### src/rtl/fx_pipe_pkg.sv
package fx_pipe_pkg;
  localparam int NUM_PH = 4;
  typedef enum logic [1:0] {PH_Q1 = 2'd0, PH_Q2 = 2'd1, PH_Q3 = 2'd2, PH_Q4 = 2'd3} phase_e;
endpackage

### src/rtl/fx_phase_gen.sv
module fx_phase_gen
  import fx_pipe_pkg::*;
(
  input  logic              clk_i,
  input  logic              rst_ni,
  output phase_e            ph_o,
  output logic [NUM_PH-1:0] q_o,
  output logic              clk_out_o
);
  phase_e ph_q;

  always_ff @(posedge clk_i or negedge rst_ni) begin
    if (!rst_ni) ph_q <= PH_Q1;
    else         ph_q <= phase_e'(ph_q + 2'd1);
  end

  for (genvar g = 0; g < NUM_PH; g++) begin : g_strobe
    assign q_o[g] = (ph_q == phase_e'(g));
  end

  assign clk_out_o = (ph_q == PH_Q1) || (ph_q == PH_Q2);
  assign ph_o      = ph_q;
endmodule

### src/rtl/fx_fetch.sv
module fx_fetch
  import fx_pipe_pkg::*;
#(
  parameter int ADDR_W  = 16,
  parameter int INSTR_W = 16
) (
  input  logic               clk_i,
  input  logic               rst_ni,
  input  phase_e             ph_i,
  input  logic               taken_i,
  input  logic [ADDR_W-1:0]  target_i,
  input  logic [INSTR_W-1:0] rdata_i,
  output logic [ADDR_W-1:0]  fetch_addr_o,
  output logic [ADDR_W-1:0]  pc_o,
  output logic [INSTR_W-1:0] pf_word_o,
  output logic               pf_valid_o
);
  localparam logic [ADDR_W-1:0] STEP = ADDR_W'(2);

  logic [ADDR_W-1:0] pc_q, fa_q, tgt_q, nxt;
  logic              pend_q;

  assign nxt = pend_q ? tgt_q : pc_q;

  always_ff @(posedge clk_i or negedge rst_ni) begin
    if (!rst_ni) begin
      pc_q       <= '0;
      fa_q       <= '0;
      tgt_q      <= '0;
      pend_q     <= 1'b0;
      pf_word_o  <= '0;
      pf_valid_o <= 1'b0;
    end else begin
      unique case (ph_i)
        PH_Q1: begin
          fa_q   <= nxt;
          pc_q   <= nxt + STEP;
          pend_q <= 1'b0;
        end
        PH_Q4: begin
          pf_word_o  <= rdata_i;
          pf_valid_o <= !taken_i;  // flush the word behind a taken branch
          if (taken_i) begin
            pend_q <= 1'b1;
            tgt_q  <= target_i;
          end
        end
        default: ;
      endcase
    end
  end

  assign fetch_addr_o = fa_q;
  assign pc_o         = pc_q;
endmodule

### src/rtl/fx_exec.sv
module fx_exec
  import fx_pipe_pkg::*;
#(
  parameter int          INSTR_W   = 16,
  parameter int          OPC_W     = 4,
  parameter logic [OPC_W-1:0] BR_OPCODE = 4'hC
) (
  input  logic               clk_i,
  input  logic               rst_ni,
  input  phase_e             ph_i,
  input  logic [INSTR_W-1:0] pf_word_i,
  input  logic               pf_valid_i,
  input  logic               br_req_i,
  output logic [INSTR_W-1:0] ir_o,
  output logic               valid_o,
  output logic               is_branch_o,
  output logic               taken_o,
  output logic               rd_o,
  output logic               wr_o
);
  logic [OPC_W-1:0] opc;

  always_ff @(posedge clk_i or negedge rst_ni) begin
    if (!rst_ni) begin
      ir_o    <= '0;
      valid_o <= 1'b0;
    end else if (ph_i == PH_Q1) begin
      ir_o    <= pf_word_i;
      valid_o <= pf_valid_i;
    end
  end

  assign opc         = ir_o[INSTR_W-1 -: OPC_W];
  assign is_branch_o = valid_o && (opc == BR_OPCODE);
  assign taken_o     = is_branch_o && br_req_i && (ph_i == PH_Q4);
  assign rd_o        = valid_o && (ph_i == PH_Q2);
  assign wr_o        = valid_o && (ph_i == PH_Q4);
endmodule

### src/rtl/fx_pipe_seq.sv
module fx_pipe_seq
  import fx_pipe_pkg::*;
#(
  parameter int ADDR_W  = 16,
  parameter int INSTR_W = 16,
  parameter int OPC_W   = 4,
  parameter logic [OPC_W-1:0] BR_OPCODE = 4'hC
) (
  input  logic               clk_i,
  input  logic               rst_ni,
  output logic [3:0]         q_o,
  output logic               clk_out_o,
  output logic [ADDR_W-1:0]  pmem_addr_o,
  input  logic [INSTR_W-1:0] pmem_rdata_i,
  input  logic               br_req_i,
  input  logic [ADDR_W-1:0]  br_target_i,
  output logic [ADDR_W-1:0]  pc_o,
  output logic [INSTR_W-1:0] ir_o,
  output logic               ex_valid_o,
  output logic               is_branch_o,
  output logic               dmem_rd_o,
  output logic               dmem_wr_o
);
  phase_e             ph;
  logic [INSTR_W-1:0] pf_word;
  logic               pf_valid;
  logic               taken;

  fx_phase_gen u_phase (
    .clk_i(clk_i), .rst_ni(rst_ni), .ph_o(ph), .q_o(q_o), .clk_out_o(clk_out_o)
  );

  fx_fetch #(.ADDR_W(ADDR_W), .INSTR_W(INSTR_W)) u_fetch (
    .clk_i(clk_i), .rst_ni(rst_ni), .ph_i(ph), .taken_i(taken),
    .target_i(br_target_i), .rdata_i(pmem_rdata_i), .fetch_addr_o(pmem_addr_o),
    .pc_o(pc_o), .pf_word_o(pf_word), .pf_valid_o(pf_valid)
  );

  fx_exec #(.INSTR_W(INSTR_W), .OPC_W(OPC_W), .BR_OPCODE(BR_OPCODE)) u_exec (
    .clk_i(clk_i), .rst_ni(rst_ni), .ph_i(ph), .pf_word_i(pf_word),
    .pf_valid_i(pf_valid), .br_req_i(br_req_i), .ir_o(ir_o), .valid_o(ex_valid_o),
    .is_branch_o(is_branch_o), .taken_o(taken), .rd_o(dmem_rd_o), .wr_o(dmem_wr_o)
  );
endmodule

### config.mk
export PLATFORM = sky130hd
export DESIGN_NAME = fx_pipe_seq
export DESIGN_NICKNAME = d
export VERILOG_FILES = /design/src/rtl/fx_pipe_pkg.sv /design/src/rtl/fx_phase_gen.sv /design/src/rtl/fx_fetch.sv /design/src/rtl/fx_exec.sv /design/src/rtl/fx_pipe_seq.sv
export SDC_FILE = /design/constraint.sdc
export NUM_CORES = 1
export LEC_CHECK = 0
export ABC_AREA = 1
export BUFFER_PORTS_ARGS = -buffer_cell sky130_fd_sc_hd__buf_2
export CAP_MARGIN = 20
export CORE_MARGIN = 5
export CORE_UTILIZATION = 35
export CTS_CLUSTER_DIAMETER = 60
export DETAILED_ROUTE_END_ITERATION = 12
export GPL_ROUTABILITY_DRIVEN = 0
export GPL_TIMING_DRIVEN = 0
export PLACE_DENSITY = 0.59
export SETUP_SLACK_MARGIN = 0.5
export SYNTH_ARGS = -nofsm -noshare
export SYNTH_HDL_FRONTEND = slang
export SYNTH_SLANG_ARGS = --single-unit
### constraint.sdc
create_clock -name clk_i -period 5.2 [get_ports clk_i]
set_clock_uncertainty 0.1 [all_clocks]
set_input_delay 0.78 -clock clk_i [delete_from_list [all_inputs] [get_ports clk_i]]
set_output_delay 0.78 -clock clk_i [all_outputs]
set_load 0.1 [all_outputs]
Yosys cells after proc, flatten, opt, wreduce, memory -nomap -nowiden:

Index checks and enable logic that the tools add are counted.

* word-level logic and storage cells: 30
* output and inout port bits: 57
* flip-flop bits (word level): 85
* input port bits: 35

* $add $sub $neg: 2
* equality and inequality tests: 5
* reductions and logical operators: 11
* multiplexer cells: 3

Operator list (count)
* $add A16 B2 Y16 const B: 1
* $mux W16: 1
* $logic_and A1 B1 Y1: 5
* $eq A2 B2 Y1 const B: 2
* $eq A4 B4 Y1 const B: 1
* $reduce_and A2 Y1: 2
* $add A2 B1 Y2 const B: 1
* $eq A2 B1 Y1 const B: 1
* $logic_not A2 Y1: 1
* $ne A2 B1 Y1 const B: 1
* $pmux W1 S2: 1
* $reduce_bool A2 Y1: 1
* $logic_not A1 Y1: 1
* $logic_or A1 B1 Y1: 1
* $mux W1: 1

Longest topological paths before layout:

* depth in word-level cells: 6
* mapped depth: 13

Modules after synthesis:

Synthesis repeated with hierarchy kept, for this count alone.

* cell total of the unflattened synthesis: 476
* area, all modules: 3968.8 um^2

By module, submodules not included
* fx_fetch: sequential area each 1626.6 um^2, area each 3105.5 um^2, cells each 380, times used 1
* fx_exec: sequential area each 425.4 um^2, area each 744.5 um^2, cells each 85, times used 1
* fx_phase_gen: sequential area each 50.0 um^2, area each 118.9 um^2, cells each 11, times used 1

Worst setup path before layout:

Ideal clock, no wire load.

* kind: register -> output
* start point: register u_phase.ph_q[0] (netlist: u_phase.ph_o[0])
* end point: output port dmem_wr_o
* setup slack: 1.884 ns
* arrival time: 2.436 ns
* stages on the path, launching flop included: 6
* data required time: 4.320 ns
* buffers on the path: 2
* path through: dfrtp_1 ha_1 clkbuf_1 clkbuf_1 nand2_1 inv_1

* longest elaborated chain between the ends: 2

RTL lines
* start, declared: RTL line fx_phase_gen.sv:10 `phase_e ph_q;`
* start signal, assigned: RTL line fx_phase_gen.sv:14 `else ph_q <= phase_e'(ph_q + 2'd1);`
* $eq A2 B2 Y1
* named net q_o[3]: RTL line fx_pipe_seq.sv:11 `output logic [3:0] q_o,`
* $logic_and A1 B1 Y1: RTL line fx_exec.sv:37 `assign wr_o = valid_o && (ph_i == PH_Q4);`
* end, declared: RTL line fx_pipe_seq.sv:22 `output logic dmem_wr_o`

The timed path passes the listed nets, and every way through them passes these cells.

Final worst setup path:

* start point: register u_phase.ph_q[1] (netlist: u_phase.ph_o[1])
* end point: output port dmem_wr_o

* longest elaborated chain between the ends: 2

RTL lines (RTL line)
* $eq A2 B2 Y1: fx_exec.sv:37
* $logic_and A1 B1 Y1: fx_exec.sv:37

Every way passes these cells.

==> metrics.cfg <==
[status]
status=completed

[worst_setup_path]
max_stage_delay_ps=420
path_delay_family=buffers and inverters
cpMostUsedCell=clkbuf_1
cp.arrival_ps=2210
end_kind=output pin
path_class=register to output pin
path_buf_inv=4
cp_max_fo=10
worst_path_max_delay_cell=clkbuf_1
critPathLaunchType=register
crit_chain=ha_1 > clkbuf_1 > clkbuf_1 > nand2_1 > inv_1 > buf_2
required_ps=4320

[finish]
areaGrowthSynthToFinish_pct=22.5
n_antenna_cell=0
fin_util=0.432
final_common_cell=nand2_1
layout_common_cells=nand2_1 (135), buf_2 (94), dfrtp_1 (84)
num-nets-final=579
drive_above_1_share=0.274

[placed_design]
place.detailed.hpwl_um=7250
pre_cts_ws_ps=2460
io_buffer_count=91

[global_route]
track_usage=0.163
antenna_found_initial=0
grt_pass1_wl_um=16600
grt.overflow.total=0
grt_max_degree=48
grt_pass1_vias=3368

[cts]
clockBufferDepth=2
cts_hold_buf=0
cts_tree=done
cts_sinks=84
cts_resized=0
numCtsBuffers=9
clkSlewWorstSetupHoldPaths_ps=80
cts_root_buf=clkbuf_8
htree_levels=3
postCtsSetupRepairBufs=0
insertion_delay_ps=360

[synthesis]
async_flop_share=1.00
synth_ff_type=dfrtp_1
synth-seq-cells=84
synth.distinct_cells=32
ys_warn_count=0
netlist_instances=436
syn_nets=476
syn_area_per_cell_um2=8.66
synth_edf_count=0
seq_area_frac_synth=0.556
synth_area_um2=3780

[floorplan]
ios=92
fp.dieArea_um2=13000
start_util=0.353
fp.dieW_um=114
coreArea_um2=10700
die_y_um=114
std_cell_rows=38

[sta]
rsz0062_at_grt=false
maxSlewHeadroom=0.591
fmax_ghz=0.323
worstMarginPinSlew_ps=613
min_period_over_period=0.595
final_hold_viol_count=0
post-route-min-period_ps=3090
finalWorstSetupSlack_ps=2110
fin_tns_setup_ps=0
finalMaxSlewViolations=0
setup_viol_count_final=0

[drt]
final_antenna_net_count=0
firstDrtPassIters=5
vias=3179
wl_per_cell_um=14.5
drt-total-wl_um=9920
drtIter0Drc=117
drcViolationCount=0
vias_per_cell=4.65

[job]
drv_cap=0

[power]
ir_drop_uv=237
p_leak_nw=2.38
power.density_nw_per_um2=385

[worst_hold_path]
hp-class=input pin to asynchronous set/reset pin

[power by group]
part / switching, mW / total (mW) / internal, mW
Sequential: 0.0436 / 0.759 / 0.715
Clock: 0.239 / 0.450 / 0.211
Combinational: 0.479 / 0.573 / 0.0940
Total: 0.762 / 1.78 / 1.02
[cell usage after synthesis, types with 2 or more instances]
cell | count | area, um^2
a31oi_1 | 2 | 12.5
buf_2 | 4 | 20.0
buf_6 | 3 | 33.8
clkbuf_1 | 13 | 48.8
dfrtp_1 | 84 | 2100
ha_1 | 5 | 62.6
inv_1 | 46 | 173
inv_2 | 4 | 15.0
nand2_1 | 135 | 507
nand2_2 | 16 | 100
nand3_1 | 18 | 90.1
nand4_1 | 5 | 31.3
nor2_1 | 16 | 60.1
nor2_2 | 2 | 12.5
nor2_4 | 4 | 45.0
o211ai_1 | 3 | 22.5
o21ai_0 | 57 | 285
o21ai_1 | 5 | 25.0
[final timing paths]
kind	cells past startpoint	endpoint	startpoint	slack, ps
max	6	dmem_wr_o	u_phase.ph_o[1]	2110
min	1	u_fetch.tgt_q[2]	rst_ni	290
max reg2reg	5	u_fetch.fetch_addr_o[1]	u_phase.ph_o[0]	3100
min reg2reg	1	u_fetch.fetch_addr_o[8]	u_fetch.fetch_addr_o[8]	380
max in group asynchronous	2	u_exec.ir_o[4]	rst_ni	4090
min in group clk_i	1	u_fetch.fetch_addr_o[8]	u_fetch.fetch_addr_o[8]	380
[kinds of logic (layout without fill, tap and decap cells)]
logic type               count (synthesis)  in the layout  synth area share
AO/OA/AOI/OAI                           72             72             0.101
adder cells (fa/ha/maj)                  5              5            0.0166
buffers and inverters                   72            180            0.0812
flip-flops                              84             84             0.556
multiplexers                             1              1           0.00298
AND/OR/NAND/NOR                        202            202             0.241
[registers in the layout, indices dropped and copies added (netlist names)]
signal,flops
u_fetch.fetch_addr_o,16
u_fetch.pend_q,1
u_fetch.pc_o,15
u_fetch.tgt_q,16
u_phase.ph_o,2
u_fetch.pf_word_o,16
u_exec.valid_o,1
u_fetch.pf_valid_o,1
u_exec.ir_o,16
[area by class of cell]
class                   count  area [um^2]
clock inverters             4         22.5
clock buffers              12          165
repair buffers             92          485
multi-input cells         280         1370
well taps                 140          175
inverters                  51          196
flip-flops and latches     84         2100
fillers                  1129         6070
plain buffers              21          110
[metrics by stage]
| step | hold WS [ps] | total power, mW | instances | instance area [um^2] |
|---|---|---|---|---|
| after floorplan | 345 | 1.22 | 436 | 3780 |
| after global placement | 365 | 1.34 | 667 | 4410 |
| after detailed placement | 368 | 1.35 | 668 | 4440 |
| after CTS | 296 | 1.80 | 684 | 4630 |
| after global routing | 316 | 1.87 | 684 | 4630 |
| final | 295 | 1.78 | 684 | 4630 |
[layer usage]
metal / vias to the layer above / routed length, um / GRT usage
li1: 1575 / - / -
met3: 6 / 522 / 0.0414
met1: 1534 / 4470 / 0.214
met4: 0 / 104 / 0.0515
met2: 64 / 4820 / 0.267
met5: - / 0 / 0
(Power assumes the default switching activity.)
